[src/rtl/vss_pkg.sv]
package vss_pkg;

   typedef enum logic [1:0] {
      GNT_RENDER  = 2'b00,
      GNT_EXT     = 2'b01,
      GNT_REFRESH = 2'b10,
      GNT_IDLE    = 2'b11
   } gnt_e;

   function automatic bit is_pow2(input int v);
      return (v > 0) && ((v & (v - 1)) == 0);
   endfunction

endpackage

[src/rtl/vss_pixdiv.sv]
module vss_pixdiv #(
   parameter int DIV = 8
) (
   input  logic clk,
   input  logic rst_n,
   output logic pix_en
);
   localparam int CW = (DIV > 1) ? $clog2(DIV) : 1;
   localparam logic [CW-1:0] ONE  = {{(CW-1){1'b0}}, 1'b1};
   localparam logic [CW-1:0] LAST = CW'(DIV - 1);

   logic [CW-1:0] cnt_q;

   generate
      if (vss_pkg::is_pow2(DIV)) begin : g_pow2
         always_ff @(posedge clk or negedge rst_n) begin
            if (!rst_n) cnt_q <= '0;
            else        cnt_q <= cnt_q + ONE;
         end
         assign pix_en = &cnt_q;
      end else begin : g_mod
         always_ff @(posedge clk or negedge rst_n) begin
            if (!rst_n)             cnt_q <= '0;
            else if (cnt_q == LAST) cnt_q <= '0;
            else                    cnt_q <= cnt_q + ONE;
         end
         assign pix_en = (cnt_q == LAST);
      end
   endgenerate

endmodule

[src/rtl/vss_slot_decode.sv]
module vss_slot_decode
   import vss_pkg::*;
#(
   parameter int HPOS_W     = 9,
   parameter int EXT_PERIOD = 16,
   parameter int EXT_OFS    = 0,
   parameter int REF_EVERY  = 4,
   parameter int REF_SEL    = 3,
   parameter int SEC_PIX    = 64,
   parameter int SUB_PIX    = 16,
   parameter int SECTIONS   = 6,
   parameter int LEAD       = 8,
   parameter int SEC_W      = 3,
   parameter int SUB_W      = 2
) (
   input  logic [HPOS_W-1:0] hpos,
   input  logic              active,
   input  logic              fifo_nempty,
   output gnt_e              gnt_nxt,
   output logic              pop_nxt,
   output logic [SEC_W-1:0]  sec_nxt,
   output logic [SUB_W-1:0]  sub_nxt
);
   localparam int EXT_SH     = $clog2(EXT_PERIOD);
   localparam int REF_PERIOD = EXT_PERIOD * REF_EVERY;
   localparam int REF_SH     = $clog2(REF_PERIOD);
   localparam int REF_POS    = REF_SEL * EXT_PERIOD + EXT_OFS;
   localparam int SEC_SH     = $clog2(SEC_PIX);
   localparam int SUB_SH     = $clog2(SUB_PIX);
   localparam int SPAN       = SEC_PIX * SECTIONS;

   localparam logic [EXT_SH-1:0] EXT_OFS_V = EXT_OFS[EXT_SH-1:0];
   localparam logic [REF_SH-1:0] REF_POS_V = REF_POS[REF_SH-1:0];
   localparam logic [HPOS_W:0]   LEAD_V    = LEAD[HPOS_W:0];
   localparam logic [HPOS_W:0]   SPAN_V    = SPAN[HPOS_W:0];

   logic              ext_hit;
   logic              ref_hit;
   logic [HPOS_W:0]   fpos;
   logic              in_span;
   logic [HPOS_W-SEC_SH:0] sec_all;

   assign ext_hit = (hpos[EXT_SH-1:0] == EXT_OFS_V);
   assign ref_hit = (hpos[REF_SH-1:0] == REF_POS_V);
   assign fpos    = {1'b0, hpos} + LEAD_V;
   assign in_span = (fpos < SPAN_V);
   assign sec_all = fpos[HPOS_W:SEC_SH];

   always_comb begin
      if (ref_hit)          gnt_nxt = GNT_REFRESH;
      else if (active)      gnt_nxt = ext_hit ? GNT_EXT : GNT_RENDER;
      else if (fifo_nempty) gnt_nxt = GNT_EXT;
      else                  gnt_nxt = GNT_IDLE;
   end

   assign pop_nxt = (gnt_nxt == GNT_EXT) && fifo_nempty;

   always_comb begin
      if ((gnt_nxt == GNT_RENDER) && in_span) begin
         sec_nxt = sec_all[SEC_W-1:0];
         sub_nxt = fpos[SEC_SH-1:SUB_SH];
      end else begin
         sec_nxt = '1;
         sub_nxt = '0;
      end
   end

endmodule

[src/rtl/vss_refresh_row.sv]
module vss_refresh_row #(
   parameter int ROW_W = 8
) (
   input  logic             clk,
   input  logic             rst_n,
   input  logic             step,
   output logic [ROW_W-1:0] row
);
   localparam logic [ROW_W-1:0] ONE = {{(ROW_W-1){1'b0}}, 1'b1};

   logic [ROW_W-1:0] next_q;
   logic [ROW_W-1:0] addr_q;

   always_ff @(posedge clk or negedge rst_n) begin
      if (!rst_n) begin
         next_q <= '0;
         addr_q <= '0;
      end else if (step) begin
         addr_q <= next_q;
         next_q <= next_q + ONE;
      end
   end

   assign row = addr_q;

endmodule

[src/rtl/vss_slot_sched.sv]
module vss_slot_sched
   import vss_pkg::*;
#(
   parameter int DIV        = 8,
   parameter int HPOS_W     = 9,
   parameter int EXT_PERIOD = 16,
   parameter int EXT_OFS    = 0,
   parameter int REF_EVERY  = 4,
   parameter int REF_SEL    = 3,
   parameter int ROW_W      = 8,
   parameter int SEC_PIX    = 64,
   parameter int SUB_PIX    = 16,
   parameter int SECTIONS   = 6,
   parameter int LEAD       = 8,
   localparam int SEC_W     = $clog2(SECTIONS + 1),
   localparam int SUB_W     = $clog2(SEC_PIX / SUB_PIX)
) (
   input  logic              clk,
   input  logic              rst_n,
   input  logic [HPOS_W-1:0] hpos,
   input  logic              active,
   input  logic              fifo_nempty,
   output logic [1:0]        grant,
   output logic [ROW_W-1:0]  refresh_row,
   output logic              fifo_pop,
   output logic [SEC_W-1:0]  fetch_sec,
   output logic [SUB_W-1:0]  fetch_sub
);
   localparam int REF_SH = $clog2(EXT_PERIOD * REF_EVERY);
   localparam int SEC_SH = $clog2(SEC_PIX);

   if (DIV < 2) begin : g_bad_div
      $error("DIV must be at least 2");
   end
   if (!is_pow2(EXT_PERIOD) || !is_pow2(REF_EVERY) || (REF_EVERY < 2)) begin : g_bad_ext
      $error("EXT_PERIOD and REF_EVERY must be powers of two, REF_EVERY >= 2");
   end
   if ((EXT_OFS >= EXT_PERIOD) || (REF_SEL >= REF_EVERY)) begin : g_bad_ofs
      $error("EXT_OFS or REF_SEL out of range");
   end
   if (!is_pow2(SEC_PIX) || !is_pow2(SUB_PIX) || (SEC_PIX < 2 * SUB_PIX)) begin : g_bad_sec
      $error("SEC_PIX and SUB_PIX must be powers of two with at least two subslots");
   end
   if ((HPOS_W < REF_SH) || (HPOS_W - SEC_SH + 1 < SEC_W)) begin : g_bad_hpos
      $error("HPOS_W too narrow for the slot pattern");
   end
   if ((SEC_PIX * SECTIONS >= 2 ** (HPOS_W + 1)) || (LEAD >= 2 ** HPOS_W)) begin : g_bad_span
      $error("fetch span or lead does not fit the position width");
   end

   logic             pix_en;
   gnt_e             gnt_nxt;
   logic             pop_nxt;
   logic [SEC_W-1:0] sec_nxt;
   logic [SUB_W-1:0] sub_nxt;
   gnt_e             gnt_q;
   logic             pop_q;
   logic [SEC_W-1:0] sec_q;
   logic [SUB_W-1:0] sub_q;

   vss_pixdiv #(.DIV(DIV)) u_div (
      .clk    (clk),
      .rst_n  (rst_n),
      .pix_en (pix_en)
   );

   vss_slot_decode #(
      .HPOS_W     (HPOS_W),
      .EXT_PERIOD (EXT_PERIOD),
      .EXT_OFS    (EXT_OFS),
      .REF_EVERY  (REF_EVERY),
      .REF_SEL    (REF_SEL),
      .SEC_PIX    (SEC_PIX),
      .SUB_PIX    (SUB_PIX),
      .SECTIONS   (SECTIONS),
      .LEAD       (LEAD),
      .SEC_W      (SEC_W),
      .SUB_W      (SUB_W)
   ) u_dec (
      .hpos        (hpos),
      .active      (active),
      .fifo_nempty (fifo_nempty),
      .gnt_nxt     (gnt_nxt),
      .pop_nxt     (pop_nxt),
      .sec_nxt     (sec_nxt),
      .sub_nxt     (sub_nxt)
   );

   vss_refresh_row #(.ROW_W(ROW_W)) u_row (
      .clk   (clk),
      .rst_n (rst_n),
      .step  (pix_en && (gnt_nxt == GNT_REFRESH)),
      .row   (refresh_row)
   );

   always_ff @(posedge clk or negedge rst_n) begin
      if (!rst_n) begin
         gnt_q <= GNT_IDLE;
         sec_q <= '1;
         sub_q <= '0;
         pop_q <= 1'b0;
      end else begin
         pop_q <= pix_en && pop_nxt;
         if (pix_en) begin
            gnt_q <= gnt_nxt;
            sec_q <= sec_nxt;
            sub_q <= sub_nxt;
         end
      end
   end

   assign grant     = gnt_q;
   assign fifo_pop  = pop_q;
   assign fetch_sec = sec_q;
   assign fetch_sub = sub_q;

endmodule

[config.mk]
export PLATFORM = sky130hd
export DESIGN_NAME = vss_slot_sched
export DESIGN_NICKNAME = d
export VERILOG_FILES = /design/src/rtl/vss_pkg.sv /design/src/rtl/vss_pixdiv.sv /design/src/rtl/vss_slot_decode.sv /design/src/rtl/vss_refresh_row.sv /design/src/rtl/vss_slot_sched.sv
export SDC_FILE = /design/constraint.sdc
export NUM_CORES = 1
export LEC_CHECK = 0
export BUFFER_PORTS_ARGS = -buffer_cell sky130_fd_sc_hd__buf_2
export CELL_PAD_IN_SITES_DETAIL_PLACEMENT = 2
export CELL_PAD_IN_SITES_GLOBAL_PLACEMENT = 2
export CORE_MARGIN = 1
export CORE_UTILIZATION = 35
export DETAILED_ROUTE_END_ITERATION = 12
export PLACE_DENSITY = 0.87
export SLEW_MARGIN = 20
export SYNTH_ARGS = -nofsm -noshare
export SYNTH_HDL_FRONTEND = slang
export SYNTH_HIERARCHICAL = 1
export SYNTH_SLANG_ARGS = --single-unit
[constraint.sdc]
create_clock -name clk -period 2 [get_ports clk]
set_input_delay 0.4 -clock clk [delete_from_list [all_inputs] [get_ports clk]]
set_output_delay 0.4 -clock clk [all_outputs]
set_load 0.01 [all_outputs]
==> Flow_metrics.wiki <==
{| class="wikitable"
! Metric !! Value
|-
| Clock tree from TritonCTS || yes
|-
| Worst Tran Pin Value || 0.590 ns
|-
| IO Pins || 29
|-
| Endpoints failing hold || 0
|-
| Max stage delay on crit path || 0.35 ns
|-
| Hold_ws || 0.104 ns
|-
| Vias || 969
|-
| Setup Total Neg Slack || 0 ns
|-
| Power density relative to cell area || 648 mW/mm²
|-
| Cell area after layout || 0.00163 mm²
|-
| Aggregate routed wire length || 3260 µm
|-
| Number of CTS-inserted buffers || 3
|-
| Critical Path Sink Type || register
|-
| Series of cell instances along the critical path || buf_2 > nor4_2 > nand3_1 > and2_1 > and3b_4 > nand4_1 > nor2_2 > xor2_1
|-
| Number of nets with antenna violations after routing || 0
|-
| Number of antenna repair diodes || 0
|-
| Average wire per cell in the routed design || 17.1 µm
|-
| Post-synthesis simple-gate area fraction || 16.1%
|-
| Starting density of the core || 38.0%
|-
| Dominant combinational cell family by area after synthesis || multiplexers
|-
| Total global routing overflow || 0
|-
| Number of DRC markers after the initial detailed-route iteration || 27
|-
| Longest Clk Path Bufs || 2
|-
| Master of the slowest instance on the critical path || and3b_4
|-
| Initial antenna violation count || 0
|-
| Root buf cell || clkbuf_8
|-
| Worst slew slack as a fraction of its limit || 60.7%
|-
| Post-layout nets || 162
|-
| Wire length of the first global-routing pass || 5400 µm
|-
| Largest net degree at the start of global routing || 28
|-
| Die area || 0.00402 mm²
|-
| CTS Hold Bufs || 0
|-
| Core Box Area || 0.00347 mm²
|-
| Maxcap violations || 0
|-
| Lkg Pwr || 0.826 nW
|-
| Count of endpoints failing setup in the final report || 0
|-
| Die boundary height || 63.4 µm
|-
| Crit start category || primary input
|-
| Clock insertion delay at the later pin of the skew report || 0.28 ns
|-
| Run status || finished, final reports clean
|-
| Number of slew-limit violations in the final report || 0
|-
| Highest ir drop seen on vdd || 0.303 mV
|-
| Met3 GRT Util || 2.72%
|-
| DRC violations left || 0
|-
| Router iterations before antenna repair || 4
|-
| FP Rows || 21
|-
| Met2 routing resource usage after global routing || 34.4%
|-
| Number of vias per cell after detailed routing || 5.10
|-
| Final Critical Period || 1.87 ns
|-
| Number of instances in the placed design || 179
|-
| Layout cell share with drive strength beyond 1 || 50.0%
|-
| F_max || 535 MHz
|-
| Routing usage on met1 || 18.7%
|-
| Sequential-to-total area share from yosys stat || 51.7%
|-
| Count of placed standard cells in the final layout, fillers left out || 190
|-
| Worst setup path class || primary input to register
|-
| Die X-Extent || 63.4 µm
|-
| Overall routing resource usage || 17.7%
|-
| Vias in the first global route || 1104
|-
| Class of the tightest hold or removal check || primary input to asynchronous set/reset pin
|-
| Gate Count Post-Synth || 104
|-
| Netlist area before placement || 0.00132 mm²
|-
| Final Skew || 0.00578 ns
|-
| Most utilized layer in the global route result || met2
|-
| Fraction of synthesized area in multiplexers || 17.2%
|-
| Synth Area in Adders || 3.80%
|-
| Routability-driven placement congestion ratio || 0.765
|-
| Number of port buffers || 28
|-
| Xor/xnor cell area share of the yosys netlist || 4.65%
|-
| Number of inserted filler cells in the final layout || 370
|-
| Detailed Place HPWL || 2400 µm
|-
| Clock sink total || 27
|-
| Pwr Total || 0.00105 W
|-
| Number of H-tree branching levels || 1
|-
| Post-route clock period utilization || 93.4%
|-
| Unique masters post-synth || 32
|-
| CP Data Arrival Time || 2.07 ns
|-
| Compound-gate portion of the synthesized area || 3.61%
|-
| Area growth from synthesis to layout || 23.3%
|-
| Count of synthesis-stage warnings from yosys || 6
|-
| Total cell area at the placement stage || 0.00152 mm²
|-
| Average instance area after synthesis || 12.7 µm²
|-
| Maximum fanout along the worst path || 8
|-
| Data required time of the critical path || 2.20 ns
|-
| Net Count, Synth || 121
|-
| Flop and latch count out of synthesis || 27
|-
| Clock slew at the register clock pins of the worst setup and hold paths || 0.10 ns
|}
==> worst paths after layout <==
check	start	to	slack [ns]	cells past startpoint
max	hpos[3]	u_row/next_q[5]	0.13	8
min	rst_n	u_row/row[6]	0.10	1
max reg2reg	u_div/cnt_q[0]	u_row/next_q[5]	0.38	6
min reg2reg	u_div/cnt_q[0]	u_div/cnt_q[0]	0.44	1
max in group asynchronous	rst_n	u_row/next_q[5]	1.50	1
min in group clk	u_div/cnt_q[0]	u_div/cnt_q[0]	0.44	1
==> area by class of cell <==
type / count / area, µm² / area share, %
timing repair buffer: 40 / 230 / 14.2
clock buffer: 3 / 41.3 / 2.54
clock inverter: 1 / 8.76 / 0.538
sequential: 27 / 682 / 41.9
multi-input combinational: 72 / 603 / 37.1
tap: 46 / 57.6 / 3.54
inverter: 1 / 3.75 / 0.231
==> cell families (layout without fill, tap and decap cells) <==
kind of cell,after synthesis,after routing
adders and majority gates,4,4
buffers and inverters,5,45
muxes,18,18
xor gates and xnor gates,7,7
AOI/OAI and AO/OA,9,9
DFF,27,27
and+or+nand+nor,34,34
==> report_power, final <==
part | internal [W] | switching (W)
Sequential | 0.000572 | 0.0000231
Clock | 0.000147 | 0.000187
Combinational | 0.0000602 | 0.0000653
==> through the flow <==
stage               utilization (%)  worst slack (ns)
finish                         46.9             0.132
detailed placement             43.8            -0.277
floorplan                         -             0.143
global placement               43.8            -0.108
global route                   46.9          -0.00715
CTS                            45.3           0.00541
==> cells in the final DEF, fill, tap and decap left out, types with 3 or more instances in the layout <==
master / synthesis / final
buf_2: 1 / 28
dfrtp_1: 22 / 22
buf_4: 1 / 12
mux2_2: 9 / 9
mux2_4: 7 / 7
nand3_1: 6 / 6
dfstp_2: 5 / 5
o21ai_0: 5 / 5
nand2_1: 5 / 5
ha_1: 4 / 4
nand4_1: 4 / 4
xor2_1: 4 / 4
clkbuf_8: 0 / 3
nor2_1: 4 / 3
xnor2_1: 3 / 3
==> registers in the layout, summed over array words and instances, names as in the netlist <==
register      cells
grant             2
u_row/next_q      8
u_row/row         8
u_div/cnt_q       3
fetch_sec         3
fifo_pop          1
fetch_sub         2
==> metal layers <==
metal  part of all wire [%]  wire (µm)  vias to the layer above
li1                       -          -                      444
met1                     37       1200                      493
met2                     58       1890                       24
met3                    2.8         92                        8
met4                    2.2         71                        0
met5                      0          0                        -
==> repair_timing <==
item,CTS,global route
setup buffers,0,7
gates resized for setup,1,1
pin swaps,0,1
endpoints found under the setup margin,1,2
==> cells in the mapped netlist <==
| master | instances | area, µm² |
|---|---|---|
| and3_1 | 1 | 6.26 |
| and3_4 | 1 | 11.3 |
| dfstp_2 | 5 | 131 |
| and2_1 | 1 | 6.26 |
| nand2b_1 | 1 | 6.26 |
| nor4_2 | 2 | 25.0 |
| buf_6 | 2 | 22.5 |
| nand4b_1 | 1 | 8.76 |
| and4b_1 | 1 | 10.0 |
| nor3_1 | 1 | 5.00 |
| a21boi_0 | 1 | 7.51 |
| ha_1 | 4 | 50.1 |
| inv_1 | 1 | 3.75 |
| and3b_2 | 1 | 10.0 |
| nor2b_1 | 2 | 12.5 |
| nand2_1 | 5 | 18.8 |
| xor2_1 | 4 | 35.0 |
| buf_2 | 1 | 5.00 |
| o21ai_1 | 1 | 5.00 |
| o21ai_0 | 5 | 25.0 |
| mux2_4 | 7 | 105 |
| mux2_2 | 9 | 101 |
| dfrtp_1 | 22 | 551 |
| mux2i_1 | 2 | 20.0 |
| xnor2_1 | 3 | 26.3 |
| nor3b_1 | 1 | 7.51 |
| a21oi_1 | 2 | 10.0 |
| nand3_1 | 6 | 30.0 |
| and2_2 | 2 | 15.0 |
| nor2_1 | 4 | 15.0 |
| nand4_1 | 4 | 25.0 |
| buf_4 | 1 | 7.51 |
==> worst max-delay path: cells and delay by family <==
kind,cells,cell delay (ns)
AND/OR/NAND/NOR,6,1.39
buffers and inverters,1,0.11
XOR/XNOR,1,0.17
Note: power is estimated with default switching activity, not from simulation.
